`src/rtl/bcd_alu_pkg.sv`:
```
package bcd_alu_pkg;

   typedef enum logic [3:0] {
      OP_ADD  = 4'd0,
      OP_SUB  = 4'd1,
      OP_CMP  = 4'd2,
      OP_AND  = 4'd3,
      OP_OR   = 4'd4,
      OP_XOR  = 4'd5,
      OP_SWAP = 4'd6,
      OP_DAA  = 4'd7,
      OP_SLL  = 4'd8,
      OP_SRL  = 4'd9,
      OP_SRA  = 4'd10,
      OP_ROL  = 4'd11,
      OP_ROR  = 4'd12,
      OP_RCL  = 4'd13,
      OP_RCR  = 4'd14,
      OP_NONE = 4'd15
   } alu_op_e;

   // low three bits of the shift-family operation codes
   typedef enum logic [2:0] {
      SH_SLL = 3'd0,
      SH_SRL = 3'd1,
      SH_SRA = 3'd2,
      SH_ROL = 3'd3,
      SH_ROR = 3'd4,
      SH_RCL = 3'd5,
      SH_RCR = 3'd6
   } shift_kind_e;

   localparam int FLAG_W = 8;
   localparam int FB_N   = 7;
   localparam int FB_Z   = 6;
   localparam int FB_C   = 5;
   localparam int FB_V   = 4;
   localparam int FB_H   = 3;
   localparam int FB_I   = 2;

   localparam logic [FLAG_W-1:0] M_ARITH = 8'hF8;
   localparam logic [FLAG_W-1:0] M_NZCV  = 8'hF0;
   localparam logic [FLAG_W-1:0] M_NZC   = 8'hE0;

endpackage

```
`src/rtl/bcd_alu_addsub.sv`:
```
module bcd_alu_addsub #(
   parameter int W   = 16,
   parameter int NIB = 4
) (
   input  logic [W-1:0] a,
   input  logic [W-1:0] b,
   input  logic         sub,
   output logic [W-1:0] sum,
   output logic         c_out,
   output logic         v_out,
   output logic         h_out
);
   localparam int HI_W = W - NIB;

   logic [W-1:0]  b_eff;
   logic [NIB:0]  low;
   logic [HI_W:0] high;

   if (NIB < 1 || NIB >= W) begin : g_bad_nib
      $error("bcd_alu_addsub: NIB out of range");
   end

   assign b_eff = sub ? ~b : b;
   assign low   = {1'b0, a[NIB-1:0]} + {1'b0, b_eff[NIB-1:0]} + {{NIB{1'b0}}, sub};
   assign high  = {1'b0, a[W-1:NIB]} + {1'b0, b_eff[W-1:NIB]} + {{HI_W{1'b0}}, low[NIB]};
   assign sum   = {high[HI_W-1:0], low[NIB-1:0]};
   assign c_out = sub ? ~high[HI_W] : high[HI_W];
   assign h_out = sub ? ~low[NIB]   : low[NIB];
   assign v_out = (a[W-1] == b_eff[W-1]) && (sum[W-1] != a[W-1]);

   always_comb begin
      if (!sub) begin
         p_add_sum_r1: assert ({c_out, sum} == ({1'b0, a} + {1'b0, b}));
         p_add_half_r4: assert (h_out == (({1'b0, a[NIB-1:0]} + {1'b0, b[NIB-1:0]}) > {1'b0, {NIB{1'b1}}}));
      end else begin
         p_sub_borrow_r2: assert (c_out == (a < b));
         p_sub_half_r4: assert (h_out == (a[NIB-1:0] < b[NIB-1:0]));
      end
   end

endmodule

```
`src/rtl/bcd_alu_logic.sv`:
```
module bcd_alu_logic
   import bcd_alu_pkg::*;
#(
   parameter int W = 16
) (
   input  logic [W-1:0] a,
   input  logic [W-1:0] b,
   input  alu_op_e      op,
   output logic [W-1:0] res
);
   localparam int HALF = W / 2;

   logic [W-1:0] swapped;

   if (W % 2 != 0) begin : g_bad_w
      $error("bcd_alu_logic: W must be even");
   end

   assign swapped = {a[HALF-1:0], a[W-1:HALF]};

   always_comb begin
      case (op)
         OP_AND:  res = a & b;
         OP_OR:   res = a | b;
         OP_XOR:  res = a ^ b;
         OP_SWAP: res = swapped;
         default: res = a;
      endcase
   end

endmodule

```
`src/rtl/bcd_alu_daa.sv`:
```
module bcd_alu_daa #(
   parameter int W = 16
) (
   input  logic [W-1:0] a,
   input  logic         c_in,
   input  logic         h_in,
   output logic [W-1:0] res,
   output logic         c_out
);
   localparam int BYTE = 8;

   logic            lo_fix;
   logic            hi_fix;
   logic [BYTE-1:0] adj;
   logic [BYTE-1:0] fixed;

   if (W < 2 * BYTE) begin : g_bad_w
      $error("bcd_alu_daa: W must hold at least two bytes");
   end

   assign lo_fix = (a[3:0] > 4'd9) || h_in;
   assign hi_fix = (a[BYTE-1:0] > 8'h99) || c_in;
   assign adj    = {(hi_fix ? 4'h6 : 4'h0), (lo_fix ? 4'h6 : 4'h0)};
   assign fixed  = a[BYTE-1:0] + adj;
   assign res    = {a[W-1:BYTE], fixed};
   assign c_out  = hi_fix;

   always_comb begin
      // a byte already holding two decimal digits passes unchanged
      if (!c_in && !h_in && a[3:0] <= 4'd9 && a[7:4] <= 4'd9) begin
         p_daa_clean_r11: assert (res == a && !c_out);
      end
   end

endmodule

```
`src/rtl/bcd_alu_shift.sv`:
```
module bcd_alu_shift
   import bcd_alu_pkg::*;
#(
   parameter int W    = 16,
   parameter int AMT0 = 1,
   parameter int AMT1 = 4,
   parameter int AMT2 = 8
) (
   input  logic [W-1:0] a,
   input  logic         c_in,
   input  shift_kind_e  kind,
   input  logic [1:0]   amt_sel,
   output logic [W-1:0] res,
   output logic         c_out
);
   localparam int NLANE = 3;

   logic [W-1:0] lane_r [NLANE];
   logic         lane_c [NLANE];

   for (genvar g = 0; g < NLANE; g++) begin : g_amt
      localparam int K = (g == 0) ? AMT0 : (g == 1) ? AMT1 : AMT2;
      if (K < 1 || K >= W) begin : g_bad_k
         $error("bcd_alu_shift: shift amount out of range");
      end
      logic [W:0] x;
      logic [W:0] y;
      assign x = {c_in, a};
      always_comb begin
         y         = x;
         lane_r[g] = a;
         lane_c[g] = c_in;
         case (kind)
            SH_SLL: begin lane_r[g] = a << K; lane_c[g] = a[W-K]; end
            SH_SRL: begin lane_r[g] = a >> K; lane_c[g] = a[K-1]; end
            SH_SRA: begin lane_r[g] = $unsigned($signed(a) >>> K); lane_c[g] = a[K-1]; end
            SH_ROL: begin lane_r[g] = (a << K) | (a >> (W - K)); lane_c[g] = a[W-K]; end
            SH_ROR: begin lane_r[g] = (a >> K) | (a << (W - K)); lane_c[g] = a[K-1]; end
            SH_RCL: begin
               y         = (x << K) | (x >> (W + 1 - K));
               lane_r[g] = y[W-1:0];
               lane_c[g] = y[W];
            end
            SH_RCR: begin
               y         = (x >> K) | (x << (W + 1 - K));
               lane_r[g] = y[W-1:0];
               lane_c[g] = y[W];
            end
            default: ;
         endcase
      end
   end

   always_comb begin
      case (amt_sel)
         2'd0:    begin res = lane_r[0]; c_out = lane_c[0]; end
         2'd1:    begin res = lane_r[1]; c_out = lane_c[1]; end
         default: begin res = lane_r[2]; c_out = lane_c[2]; end
      endcase
   end

   always_comb begin
      if (kind == SH_ROL || kind == SH_ROR) begin
         p_rot_ones_r9: assert ($countones(res) == $countones(a));
      end
      if (kind == SH_RCL || kind == SH_RCR) begin
         p_rcx_ones_r10: assert ($countones({c_out, res}) == $countones({c_in, a}));
      end
   end

endmodule

```
`src/rtl/bcd_alu.sv`:
```
module bcd_alu
   import bcd_alu_pkg::*;
#(
   parameter int W    = 16,
   parameter int AMT0 = 1,
   parameter int AMT1 = 4,
   parameter int AMT2 = 8
) (
   input  logic [W-1:0]      a_i,
   input  logic [W-1:0]      b_i,
   input  logic [3:0]        op_i,
   input  logic [1:0]        amt_i,
   input  logic              c_i,
   input  logic              h_i,
   output logic [W-1:0]      result_o,
   output logic [FLAG_W-1:0] flags_o,
   output logic [FLAG_W-1:0] fmask_o,
   output logic              rd_we_o
);
   localparam int NIB = 4;

   if (W < 16 || W % 8 != 0) begin : g_bad_w
      $error("bcd_alu: W must be a multiple of 8 and at least 16");
   end

   alu_op_e      op;
   logic         is_sub;
   logic [W-1:0] as_sum, lg_res, daa_res, sh_res;
   logic         as_c, as_v, as_h, daa_c, sh_c;
   logic [W-1:0] res;
   logic         c, v, h;

   assign op     = alu_op_e'(op_i);
   assign is_sub = (op == OP_SUB) || (op == OP_CMP);

   bcd_alu_addsub #(.W(W), .NIB(NIB)) u_addsub (
      .a(a_i), .b(b_i), .sub(is_sub),
      .sum(as_sum), .c_out(as_c), .v_out(as_v), .h_out(as_h)
   );

   bcd_alu_logic #(.W(W)) u_logic (
      .a(a_i), .b(b_i), .op(op), .res(lg_res)
   );

   bcd_alu_daa #(.W(W)) u_daa (
      .a(a_i), .c_in(c_i), .h_in(h_i), .res(daa_res), .c_out(daa_c)
   );

   bcd_alu_shift #(.W(W), .AMT0(AMT0), .AMT1(AMT1), .AMT2(AMT2)) u_shift (
      .a(a_i), .c_in(c_i), .kind(shift_kind_e'(op_i[2:0])), .amt_sel(amt_i),
      .res(sh_res), .c_out(sh_c)
   );

   always_comb begin
      res     = '0;
      c       = 1'b0;
      v       = 1'b0;
      h       = h_i;
      fmask_o = '0;
      rd_we_o = 1'b0;
      case (op)
         OP_ADD, OP_SUB, OP_CMP: begin
            res     = as_sum;
            c       = as_c;
            v       = as_v;
            h       = as_h;
            fmask_o = M_ARITH;
            rd_we_o = (op != OP_CMP);
         end
         OP_AND, OP_OR, OP_XOR, OP_SWAP: begin
            res     = lg_res;
            fmask_o = M_NZCV;
            rd_we_o = 1'b1;
         end
         OP_DAA: begin
            res     = daa_res;
            c       = daa_c;
            fmask_o = M_NZC;
            rd_we_o = 1'b1;
         end
         OP_SLL, OP_SRL, OP_SRA, OP_ROL, OP_ROR, OP_RCL, OP_RCR: begin
            res     = sh_res;
            c       = sh_c;
            fmask_o = M_NZCV;
            rd_we_o = 1'b1;
         end
         default: ;
      endcase
   end

   always_comb begin
      flags_o       = '0;
      flags_o[FB_N] = res[W-1];
      flags_o[FB_Z] = ~|res;
      flags_o[FB_C] = c;
      flags_o[FB_V] = v;
      flags_o[FB_H] = h;
   end

   assign result_o = res;

   always_comb begin
      p_ibit_r12: assert (!fmask_o[FB_I] && !flags_o[FB_I]);
      if (op == OP_CMP) begin
         p_cmp_nowrite_r6: assert (!rd_we_o && fmask_o == M_ARITH && result_o == a_i - b_i);
      end
      if (op == OP_NONE) begin
         p_undef_r12: assert (fmask_o == '0 && !rd_we_o && result_o == '0);
      end
      if (fmask_o[FB_Z]) begin
         p_zero_r5: assert (flags_o[FB_Z] == (result_o == '0));
      end
   end

endmodule

```
`config.mk`:
```
export PLATFORM = sky130hd
export DESIGN_NAME = bcd_alu
export DESIGN_NICKNAME = d
export VERILOG_FILES = /design/src/rtl/bcd_alu_pkg.sv /design/src/rtl/bcd_alu_addsub.sv /design/src/rtl/bcd_alu_logic.sv /design/src/rtl/bcd_alu_daa.sv /design/src/rtl/bcd_alu_shift.sv /design/src/rtl/bcd_alu.sv
export SDC_FILE = /design/constraint.sdc
export NUM_CORES = 1
export LEC_CHECK = 0
export ABC_AREA = 0
export ABC_CLOCK_PERIOD_IN_PS = 13000
export CORE_MARGIN = 5
export CORE_UTILIZATION = 30
export DETAILED_ROUTE_END_ITERATION = 7
export DONT_BUFFER_PORTS = 1
export PLACE_DENSITY = 0.46
export SLEW_MARGIN = 20
export SYNTH_ARGS = -nofsm -noshare
export SYNTH_HDL_FRONTEND = slang
export SYNTH_SLANG_ARGS = --single-unit
```
`constraint.sdc`:
```
create_clock -name vclk -period 13
set_clock_uncertainty 0.05 [all_clocks]
set_input_delay 0.65 -clock vclk [all_inputs]
set_output_delay 0.65 -clock vclk [all_outputs]
set_load 0.01 [all_outputs]
```
==> flow_metrics.py <==
metrics = {
    "status": {
        "outcome": "complete, no violations",
    },
    "critical_path": {
        "end_kind": "output pin",
        "crit_chain": "nor2_1 > o21ai_4 > xnor2_1 > fa_1 > a21o_1 > a21oi_1 > inv_1 > fa_1 > fa_1 > a21o_1 > a211oi_1 > or3_1 > a221o_1 > o31ai_1 > or3_1 > or4_1 > nor4_2",
        "crit_top_cell": "fa_1",
        "cp.arrival_ns": 6.23,
        "start_kind": "input pin",
        "slowest_delay_ns": 0.72,
        "critPathMaxFanout": 78,
        "path_buf_inv": 1,
        "cp_data_required_time_ns": 12.30,
        "startpoint": "op_i[2]",
        "crit_type": "in -> out",
        "crit_family": "simple AND/OR/NAND/NOR gates",
        "crit_slowest_cell": "nor2_1",
    },
    "detailed_routing": {
        "routed_wl_um": 22750,
        "drc_errors": 0,
        "vias_per_cell": 6.558,
        "drt_iter0_drc": 760,
        "wire_per_inst_um": 27.02,
        "ant_nets": 0,
        "dr.pass1.iters": 6,
        "vias": 5522,
    },
    "worst_hold_path": {
        "hold_path_end": "result_o[2]",
        "whs_path_depth": 1,
        "hp-class": "in -> out",
        "holdCritStartpoint": "op_i[3]",
    },
    "final_layout": {
        "synthToLayoutAreaGrowth_pct": -3.357,
        "final_cell_area_um2": 4539,
        "flops_and_latches": 0,
        "regArea_um2": 0,
        "nClkBuffers": 0,
        "fin_nets": 726,
        "layout-drive-gt1-share": 0.03492,
    },
    "run": {
        "max_cap_viol_count": 0,
    },
    "clock_tree": {
        "cts_resized": 0,
        "cts_hold_buffers": 0,
        "cts_setup_buffers": 0,
    },
    "floorplan": {
        "ios": 73,
        "dieArea_um2": 18260,
        "fp.dieW_um": 135.1,
        "rows": 45,
        "fp.coreArea_um2": 15260,
        "die_h_um": 135.1,
        "initial_core_util": 0.3078,
    },
    "timing": {
        "tightest_slew_ns": 1.016,
        "relSlewSlack": 0.3050,
        "layout_setup_ws_ns": 6.073,
        "finalCritPeriodShare": 0.5329,
        "hold-worst-slack_ns": 1.433,
        "finalCriticalPeriod_ns": 6.928,
        "finalSetupTns_ns": 0,
        "rsz0062_at_grt": "no",
        "slew_violations": 0,
        "clock.fmax_mhz": 144.4,
        "setup_viol": 0,
        "hold_viol_final": 0,
    },
    "pwr": {
        "power.total_uw": 186.4,
        "ir_worst_vdd_uv": 14.93,
        "p_per_area_nw_per_um2": 41.06,
        "power.leakage_nw": 1.790,
    },
    "yosys": {
        "synth_area_per_cell_um2": 6.700,
        "ys_types": 80,
        "yosys_warnings": 0,
        "syn_inst": 701,
        "synth_top_area_frac": 0.1332,
        "synth_seq_area_share": 0,
        "synth_top_area_cell": "ha_1",
        "synth.area.top_cells": "ha_1 (13%), a21oi_1 (6.4%), o21ai_0 (5.6%)",
        "netlist_area_um2": 4697,
    },
    "grt": {
        "overflow": 0,
        "antenna_found_initial": 0,
        "grt_max_degree": 108,
        "grtUsageTotal": 0.2353,
        "grt_pass1_wl_um": 33430,
        "grt_pass1_vias": 5020,
    },
    "place": {
        "placed_area_um2": 4529,
        "port_buffers": 0,
        "gp_congestion": 0.9746,
        "hpwl_um": 16420,
        "pre_cts_ws_ns": 6.053,
    },
}
metal layers:
layer,track usage,part of all wire,vias to the layer above
li1,-,-,2457
met1,0.3067,0.40,2640
met2,0.3634,0.44,350
met3,0.05365,0.10,75
met4,0.1176,0.060,0
met5,0,0,-
cells in the final DEF (no fill, tap or decap), types with 14 or more instances in the layout:
cell	n
o21ai_0	53
ha_1	50
nand2b_1	14
nand2_1	63
nor3_1	18
xnor2_1	29
o22ai_1	16
a211oi_1	18
nor2_1	38
nor2b_1	14
a21oi_1	60
inv_1	42
where the power goes:
part	internal, mW	leakage [nW]	switching [mW]	total (mW)
clock network	0.0000000103	0.00000634	0	0.0000000103
registers	0	0	0	0
logic	0.0727	1.79	0.114	0.186
total	0.0727	1.79	0.114	0.186
synthesized netlist by cell type, types with 13 or more instances:
| library cell | instances |
|---|---|
| nand2_1 | 63 |
| a21oi_1 | 60 |
| o21ai_0 | 53 |
| ha_1 | 50 |
| inv_1 | 42 |
| nor2_1 | 38 |
| xnor2_1 | 29 |
| clkbuf_1 | 27 |
| buf_2 | 23 |
| a211oi_1 | 18 |
| buf_4 | 18 |
| nor3_1 | 18 |
| o22ai_1 | 16 |
| nand2b_1 | 14 |
| nor2b_1 | 14 |
| mux2i_1 | 13 |
worst max path at each step:
| stage | end | slack, ns | depth (start not counted) |
|---|---|---|---|
| 2_1_floorplan | flags_o[6] | 6.56 | 20 |
| 3_3_place_gp | flags_o[6] | 6.25 | 17 |
| 5_1_grt | flags_o[6] | 5.93 | 17 |
| 3_5_place_dp | flags_o[6] | 6.05 | 17 |
| 6_report | flags_o[6] | 6.07 | 17 |
| 4_1_cts | flags_o[6] | 6.04 | 17 |
cell type report:
class,count,area [um^2]
antenna,1,2.502
fill,1716,10720
inverter,45,171.4
multi-input combinational,582,4079
tap,211,264.0
timing repair buffer,3,22.52
through the flow:
stage                     utilization  std cells
after floorplan                     -        706
after global placement         0.2968        841
after detailed placement       0.2968        841
after CTS                      0.2968        841
after global routing           0.2973        841
final                          0.2975        842
kinds of logic (layout without fill, tap and decap cells):
group           after synthesis  after routing  synth area share
simple gates                196            196            0.2115
other cells                   1              7         0.0007984
compound gates              276            276            0.4009
mux                          15             15           0.03250
fa+ha+maj                    54             54            0.1502
xor+xnor                     35             35           0.06686
buf+inv                     124             48            0.1372
Note: power is estimated with default switching activity, not from simulation.
